### config.mk
export PLATFORM = sky130hd
export DESIGN_NAME = rrc_interp8
export DESIGN_NICKNAME = d
export VERILOG_FILES = /design/src/rtl/rrc_interp_pkg.sv /design/src/rtl/rrc_sym_line.sv /design/src/rtl/rrc_phase_sum.sv /design/src/rtl/rrc_round_sat.sv /design/src/rtl/rrc_interp8.sv
export SDC_FILE = /design/constraint.sdc
export NUM_CORES = 1
export LEC_CHECK = 0
export CAP_MARGIN = 20
export CELL_PAD_IN_SITES_DETAIL_PLACEMENT = 2
export CELL_PAD_IN_SITES_GLOBAL_PLACEMENT = 2
export CORE_UTILIZATION = 25
export DETAILED_ROUTE_END_ITERATION = 10
export PLACE_DENSITY_LB_ADDON = 0.1
export SLEW_MARGIN = 10
export SYNTH_ARGS = -nofsm -noshare
export SYNTH_HDL_FRONTEND = slang
export SYNTH_SLANG_ARGS = --single-unit
export TNS_END_PERCENT = 5
### constraint.sdc
create_clock -name clk -period 22.4 [get_ports clk]
set_clock_uncertainty 0.1 [all_clocks]
set_input_delay 3.36 -clock clk [delete_from_list [all_inputs] [get_ports clk]]
set_output_delay 3.36 -clock clk [all_outputs]
set_load 0.02 [all_outputs]
### src/rtl/rrc_interp_pkg.sv
package rrc_interp_pkg;

  typedef struct packed {
    logic live;  // slot holds a real symbol
    logic neg;   // symbol is -1
  } slot_t;

  localparam int DEF_NTAPS = 64;
  localparam int DEF_CW    = 12;

  // Symmetric placeholder response; real RRC values are given per instance.
  function automatic logic [DEF_NTAPS*DEF_CW-1:0] default_taps();
    logic [DEF_NTAPS*DEF_CW-1:0] v;
    v = '0;
    for (int i = 0; i < DEF_NTAPS; i++) begin
      int c;
      c = (i < DEF_NTAPS / 2) ? (i + 1) * 16 : (DEF_NTAPS - i) * 16;
      v[i*DEF_CW +: DEF_CW] = DEF_CW'(c);
    end
    return v;
  endfunction

endpackage

### src/rtl/rrc_sym_line.sv
module rrc_sym_line
  import rrc_interp_pkg::*;
#(
  parameter int DEPTH = 8
) (
  input  logic  clk,
  input  logic  rst_n,
  input  logic  shift,
  input  slot_t ins,
  output slot_t view [DEPTH]
);

  slot_t q [DEPTH];

  // view shows the line as it will be after this cycle's shift
  always_comb begin
    view[0] = shift ? ins : q[0];
    for (int i = 1; i < DEPTH; i++) begin
      view[i] = shift ? q[i-1] : q[i];
    end
  end

  always_ff @(posedge clk or negedge rst_n) begin
    if (!rst_n) begin
      for (int i = 0; i < DEPTH; i++) q[i] <= '0;
    end else if (shift) begin
      for (int i = 0; i < DEPTH; i++) q[i] <= view[i];
    end
  end

endmodule

### src/rtl/rrc_phase_sum.sv
module rrc_phase_sum
  import rrc_interp_pkg::*;
#(
  parameter int L       = 8,
  parameter int PH_TAPS = 8,
  parameter int CW      = 12,
  parameter logic [L*PH_TAPS*CW-1:0] TAPS = '0,
  localparam int PW = (L > 1) ? $clog2(L) : 1,
  localparam int AW = CW + $clog2(PH_TAPS) + 1
) (
  input  logic [PW-1:0]        phase,
  input  slot_t                line [PH_TAPS],
  output logic signed [AW-1:0] acc
);

  logic [PH_TAPS-1:0][CW-1:0] coef_sel;

  for (genvar n = 0; n < PH_TAPS; n++) begin : g_tap
    assign coef_sel[n] = TAPS[(n*L + int'(phase))*CW +: CW];
  end

  always_comb begin
    acc = '0;
    for (int n = 0; n < PH_TAPS; n++) begin
      if (line[n].live) begin
        if (line[n].neg) acc = acc - AW'($signed(coef_sel[n]));
        else             acc = acc + AW'($signed(coef_sel[n]));
      end
    end
  end

endmodule

### src/rtl/rrc_round_sat.sv
module rrc_round_sat #(
  parameter int AW    = 16,
  parameter int OW    = 9,
  parameter int SHIFT = 3
) (
  input  logic signed [AW-1:0] acc,
  output logic signed [OW-1:0] sample
);

  localparam int BW = AW + 1;
  localparam logic signed [BW-1:0] HALF = BW'(1 <<< (SHIFT - 1));
  localparam logic signed [BW-1:0] MAXV = BW'((1 <<< (OW - 1)) - 1);
  localparam logic signed [BW-1:0] MINV = -BW'(1 <<< (OW - 1));

  logic signed [BW-1:0] biased;
  logic signed [BW-1:0] scaled;

  always_comb begin
    biased = BW'(acc) + HALF;
    scaled = biased >>> SHIFT;
    if (scaled > MAXV)      sample = MAXV[OW-1:0];
    else if (scaled < MINV) sample = MINV[OW-1:0];
    else                    sample = scaled[OW-1:0];
  end

endmodule

### src/rtl/rrc_interp8.sv
module rrc_interp8
  import rrc_interp_pkg::*;
#(
  parameter int L       = 8,
  parameter int PH_TAPS = 8,
  parameter int CW      = 12,
  parameter int OW      = 9,
  parameter int SHIFT   = 3,
  parameter int FULL    = 255,
  parameter logic [L*PH_TAPS*CW-1:0] TAPS = rrc_interp_pkg::default_taps()
) (
  input  logic          clk,
  input  logic          rst_n,
  input  logic          bypass,
  input  logic          burst_en,
  input  logic          s_valid,
  output logic          s_ready,
  input  logic          s_sign,
  output logic          m_valid,
  input  logic          m_ready,
  output logic [OW-1:0] m_sample
);

  localparam int PW = (L > 1) ? $clog2(L) : 1;
  localparam int AW = CW + $clog2(PH_TAPS) + 1;
  localparam logic [PW-1:0] LAST_PH = PW'(L - 1);
  localparam logic [OW-1:0] FULL_P  = OW'(FULL);

  logic [PW-1:0]        ph_q;
  logic                 mv_q;
  logic [OW-1:0]        samp_q;
  logic                 at_sym, out_free, fire, shift;
  slot_t                ins;
  slot_t                view [PH_TAPS];
  logic signed [AW-1:0] acc;
  logic signed [OW-1:0] filt;
  logic [OW-1:0]        byp, next_samp;

  assign at_sym   = (ph_q == '0);
  assign out_free = !mv_q || m_ready;
  assign fire     = out_free && (!at_sym || !burst_en || s_valid);
  assign shift    = fire && at_sym;
  assign s_ready  = out_free && at_sym && burst_en;
  assign ins      = burst_en ? '{live: 1'b1, neg: s_sign} : '0;

  rrc_sym_line #(.DEPTH(PH_TAPS)) u_line (
    .clk   (clk),
    .rst_n (rst_n),
    .shift (shift),
    .ins   (ins),
    .view  (view)
  );

  rrc_phase_sum #(
    .L(L), .PH_TAPS(PH_TAPS), .CW(CW), .TAPS(TAPS)
  ) u_sum (
    .phase (ph_q),
    .line  (view),
    .acc   (acc)
  );

  rrc_round_sat #(.AW(AW), .OW(OW), .SHIFT(SHIFT)) u_rs (
    .acc    (acc),
    .sample (filt)
  );

  always_comb begin
    if (!view[0].live)    byp = '0;
    else if (view[0].neg) byp = -FULL_P;
    else                  byp = FULL_P;
    next_samp = bypass ? byp : filt;
  end

  always_ff @(posedge clk or negedge rst_n) begin
    if (!rst_n) begin
      ph_q   <= '0;
      mv_q   <= 1'b0;
      samp_q <= '0;
    end else if (fire) begin
      ph_q   <= (ph_q == LAST_PH) ? '0 : ph_q + 1'b1;
      mv_q   <= 1'b1;
      samp_q <= next_samp;
    end else if (m_ready) begin
      mv_q   <= 1'b0;
    end
  end

  assign m_valid  = mv_q;
  assign m_sample = samp_q;

endmodule

======== Word level (Yosys, flattened, before mapping) ========
Index checks and enable logic that the tools add are counted.
cells by class
  add/sub/neg operators ................... 24
  $mul .................................... 8
  $lt $le $gt $ge ......................... 2
  equality and inequality tests ........... 1
  shift operators ......................... 8
  mux-type cells .......................... 33
  reduce and logical (&&, ||, !) cells .... 12
operator list
  operator                    number
  $shiftx 768x32->12 const A  7
  $shiftx 768x8->12 const A   1
  $mux 16                     16
  $mul 32x3->30 const B       7
  $add 16x12->16              7
  $sub 16x12->16              7
  $mux 9                      5
  $add 6x3->7 const A         4
  $mux 2                      9
  $add 16x4->17 const B       1
  $gt 14x9->1 const B         1
  $lt 14x9->1 const B         1
  $sub 1x12->13 const A       1
  $add 5x3->6 const A         2
  $add 4x3->5 const A         1
  $mul 3x2->5 const B         1
  $logic_and 1x1->1           4
  $add 3x1->3 const B         1
  $eq 3x3->1 const B          1
  $logic_not 1->1             3
  $logic_not 3->1             1
  $logic_or 1x1->1            3
  $mux 3                      1
  $mux 1                      2
  $reduce_bool 2->1           1
storage, ports and cells
  register bits after elaboration ......... 29
  input port bits ......................... 7
  output and inout bits ................... 11
  logic and storage cells ................. 107

======== Depth between registers and ports, before layout ========
  word-level depth ........................ 35
  mapped depth ............................ 73
  gate-level depth less buffers ........... 70

======== By module ========
A second synthesis with hierarchy kept.
second synthesis, totals
  cell total of the unflattened synthesis .. 1172
  area total of the unflattened synthesis .. 8822.2 µm²
by module, submodules not included
  module         instances  cells each  area an instance (µm²)  sequential area each (µm²)
  rrc_phase_sum  1          995         6735.2                  0.0
  rrc_sym_line   1          52          944.7                   400.4
  rrc_interp8    1          60          740.7                   325.3
  rrc_round_sat  1          65          401.6                   0.0

======== Worst setup path after synthesis ========
No wires, ideal clock.
  kind .................................... in2reg
  start ................................... input port m_ready
  end ..................................... register samp_q[1], in the netlist m_sample[1]
  data arrival time ....................... 14.464 ns
  data required time ...................... 22.160 ns
  path slack .............................. 7.696 ns
  stages on the path ...................... 59
  path buffers ............................ 1
  cell sequence ........................... nand2b_1 clkbuf_1 nand4_2 a21oi_1 inv_1 a31oi_1 xnor2_1 ha_1 and3_1 a22oi_1 nor2_1 nor2_1 xor2_1 a21oi_1 ha_1 a21oi_1 inv_1 nor4b_4 [... 23 more ...] o31ai_1 nor3_2 inv_1 ha_1 inv_1 nor2_1 a311oi_1 xnor2_1 nand2_1 nand2_1 ha_1 nand3_1 nor2_1 and3_4 o31ai_2 nand3_1 a221oi_4 a31oi_1
between the ends
  word-level cells in the longest chain between the ends .. 32
  elaborated cells between the ends (all ways) .. 49
  those cells by class .................... add/sub: 15; order compare: 2; mux: 29; reduce/logical: 3
RTL lines
  element                                           RTL line                                  source
  start, declared                                   rrc_interp8.sv:20                         input logic m_ready,
  $logic_or 1x1->1 *                                rrc_interp8.sv:40                         assign out_free = !mv_q || m_ready;
  $logic_and 1x1->1 *                               rrc_interp8.sv:41                         assign fire = out_free && (!at_sym || !burst_en || s_valid);
  $logic_and 1x1->1                                 rrc_interp8.sv:42                         assign shift = fire && at_sym;
  $mux 2                                            rrc_sym_line.sv:17                        view[0] = shift ? ins : q[0];
  $mux 16                                           rrc_phase_sum.sv:26                       if (line[n].neg) acc = acc - AW'($signed(coef_sel[n]));
  $mux 16                                           rrc_phase_sum.sv:25                       if (line[n].live) begin
  $add 16x12->16 or $sub 16x12->16 (tied branches)  rrc_phase_sum.sv:27, rrc_phase_sum.sv:26
  $mux 16                                           rrc_phase_sum.sv:26
  [... 16 more ...]                                 -
  $add 16x12->16 or $sub 16x12->16 (tied branches)  rrc_phase_sum.sv:27, rrc_phase_sum.sv:26
  $mux 16                                           rrc_phase_sum.sv:26
  $mux 16                                           rrc_phase_sum.sv:25
  $add 16x4->17                                     rrc_round_sat.sv:19                       biased = BW'(acc) + HALF;
  $lt 14x9->1                                       rrc_round_sat.sv:22                       else if (scaled < MINV) sample = MINV[OW-1:0];
  $mux 9                                            rrc_round_sat.sv:22
  $mux 9                                            rrc_round_sat.sv:21                       if (scaled > MAXV) sample = MAXV[OW-1:0];
  $mux 9                                            rrc_interp8.sv:71                         next_samp = bypass ? byp : filt;
  end signal, assigned                              rrc_interp8.sv:82                         samp_q <= next_samp;
  end, declared                                     rrc_interp8.sv:31                         logic [OW-1:0] samp_q;
Every way passes the cells marked *; elsewhere a longest branch is shown, timed or not.
A chain may end at the register's enable or synchronous reset.

======== Worst setup path in the final report ========
Same ends and word-level chain as after synthesis.

==> results.sh <==
export IMPL_critical_path_required_ns=22.49
export IMPL_instances_no_fill=2645
export IMPL_grt_pass1_vias=15800
export IMPL_syn_cell_area_mm2=0.0134
export IMPL_postRouteAntennaNets=0
export IMPL_grt_max_degree=67
export IMPL_die_w_um=233
export IMPL_worst_slew_pin_slew_ns=1.03
export IMPL_hold_ws_ns=0.455
export IMPL_relSlewSlack_pct=29.4
export IMPL_finalSetupViolations=0
export IMPL_seqCellArea_um2=726
export IMPL_finalHoldViolations=0
export IMPL_dp_cells=2636
export IMPL_synth_area_per_cell_um2=6.72
export IMPL_finalInstanceArea_mm2=0.0145
export IMPL_drtIter0Drc=698
export IMPL_drc=0
export IMPL_cpPeakStageDelay_ns=0.81
export IMPL_synthTopCellsByArea="ha_1 12%, nor2_1 6.7%, xnor2_1 5.6%, a21oi_1 5.6%, dfrtp_1 5.4%"
export IMPL_dp_hpwl_um=53300
export IMPL_grtUsageTotal_pct=24.2
export IMPL_num_io_pins=18
export IMPL_hp_class="flip-flop to flip-flop"
export IMPL_yosysTopAreaCell="ha_1"
export IMPL_yosysSeqAreaShare_pct=5.42
export IMPL_dieArea_mm2=0.0545
export IMPL_tritoncts="yes"
export IMPL_fin_crit_sh_pct=78.6
export IMPL_clkSinkCount=29
export IMPL_cts_clk_slew_worst_paths_ns=0.08
export IMPL_start_util_pct=25.4
export IMPL_wl_per_cell_um=24.8
export IMPL_end_kind="flip-flop"
export IMPL_syn_inst=1994
export IMPL_rsz0062_at_grt="no"
export IMPL_post_cts_resized=0
export IMPL_io_buffers=17
export IMPL_hold_buffers=0
export IMPL_grt_antenna_before_repair=1
export IMPL_vias=15000
export IMPL_synthToLayoutAreaGrowth_pct=8.31
export IMPL_yosysUniqueCellTypes=114
export IMPL_fp_coreArea_mm2=0.0528
export IMPL_clockRootBuffer="clkbuf_16"
export IMPL_syn_num_nets=2131
export IMPL_routed_wl_um=65700
export IMPL_clk_latency_ns=0.31
export IMPL_num_rows=84
export IMPL_ys_warn_count=0
export IMPL_status="completed"
export IMPL_cts_setup_buffers=0
export IMPL_period_minus_slack_ns=17.61
export IMPL_place_area_mm2=0.0143
export IMPL_synth_most_common_cell="nor2_1"
export IMPL_multi_input_area_mm2=0.0118
export IMPL_via_per_inst=5.68
export IMPL_drive_above_1_share_pct=7.67
export IMPL_synthTopCellsByCount="239 x nor2_1, 176 x nand2_1, 150 x a21oi_1"
export IMPL_netlist_area_leader_share_pct=11.7
export IMPL_cp_common_cell="ha_1"
export IMPL_cts_buffers=5
export IMPL_grt_overflow_total=0
export IMPL_fill_cells=6416
export IMPL_synth_edf_count=0
export IMPL_die_y_um=233
export IMPL_ys_seq_elements=29
export IMPL_cp_slowest_cell="a21oi_1"
export IMPL_startpoint_type="input pin"
export IMPL_tns_ns=0
export IMPL_synth_flop_cell="dfrtp_1"
export IMPL_dr_pass1_iters=5
export IMPL_fmax_ghz=0.0568
export IMPL_cp_arrival_ns=17.70
export IMPL_cp_max_fo=11
export IMPL_layout_nets=2092
export IMPL_drv_slew=0
export IMPL_gp_congestion=0.869
export IMPL_h_tree_depth=2
export IMPL_grt_pass1_wl_um=99400
export IMPL_clock_path_buffers=2
export IMPL_maxCapViolations=0
export IMPL_worstSetupPathType="input pin to flip-flop"
export IMPL_async_flop_share_pct=100
## registers in the layout, indices dropped and copies added (netlist names)
register  flops
u_line.q     16
m_sample      9
ph_q          3
m_valid       1
## final timing paths
| check | startpoint | end | slack (ns) | depth (start not counted) |
|---|---|---|---|---|
| worst max-delay path | m_ready | m_sample[1]$_DFFE_PN0P_ | 4.79 | 58 |
| worst min-delay path | m_sample[2]$_DFFE_PN0P_ | m_sample[2]$_DFFE_PN0P_ | 0.46 | 2 |
| worst max register to register | ph_q[1]$_DFFE_PN0P_ | m_sample[1]$_DFFE_PN0P_ | 5.44 | 69 |
| worst min register to register | m_sample[2]$_DFFE_PN0P_ | m_sample[2]$_DFFE_PN0P_ | 0.46 | 2 |
| max in group asynchronous | rst_n | u_line.q[13]$_DFFE_PN0P_ | 18.47 | 1 |
| min in group asynchronous | rst_n | m_sample[0]$_DFFE_PN0P_ | 3.10 | 1 |
## metal layers
| layer | global-route usage (%) | share of wire, % | vias to the layer above |
|---|---|---|---|
| li1 | - | - | 7185 |
| met1 | 33.7 | 50 | 7594 |
| met2 | 40.0 | 45 | 192 |
| met3 | 1.33 | 2.3 | 54 |
| met4 | 6.68 | 2.5 | 0 |
| met5 | 0 | 0 | - |
## cells by family after synthesis
family / after synthesis / share of synthesized area, %
AO/OA/AOI/OAI: 647 / 32.2
XOR/XNOR: 149 / 10.2
adder cells (fa/ha/maj): 132 / 12.6
buffers and inverters: 216 / 6.44
flip-flops: 29 / 5.42
multiplexers: 66 / 5.65
AND/OR/NAND/NOR: 755 / 27.6
## cell type report
type | count | area share (%)
multi-input combinational | 1749 | 81.6
tap | 688 | 5.93
sequential | 29 | 5.00
timing repair buffer | 63 | 3.52
inverter | 107 | 2.77
clock buffer | 5 | 0.862
clock inverter | 3 | 0.319
antenna | 1 | 0.0172
## per-stage QoR
stage | worst slack (ns) | utilization, %
floorplan | 7.70 | -
global placement | 4.91 | 27.1
detailed placement | 4.43 | 27.2
CTS | 4.71 | 27.5
global route | 3.43 | 27.5
finish | 4.79 | 27.5
## worst max-delay path, delay by kind of cell
family	cells	cell delay [ns]
muxes	2	0.29
xor gates and xnor gates	3	0.63
and+or+nand+nor	17	3.59
buffers and inverters	6	1.32
AOI/OAI and AO/OA	24	6.46
adders and majority gates	6	2.02
## placed cells by master, fill, tap and decap left out, types with 36 or more instances in the layout
cell type / netlist / routed
ha_1: 125 / 122
a21oi_1: 150 / 150
inv_1: 99 / 99
buf_4: 2 / 46
a21o_1: 36 / 36
nand2b_1: 40 / 40
nor3_1: 65 / 65
mux2i_1: 45 / 43
a31oi_1: 41 / 40
nand2_1: 176 / 176
xnor2_1: 86 / 86
o21ai_0: 137 / 137
nor2_1: 239 / 238
xor2_1: 59 / 59
nand3_1: 63 / 63
Power is not shown: default switching activity piles up to over one toggle a cycle in this logic, so the estimate is an artifact.
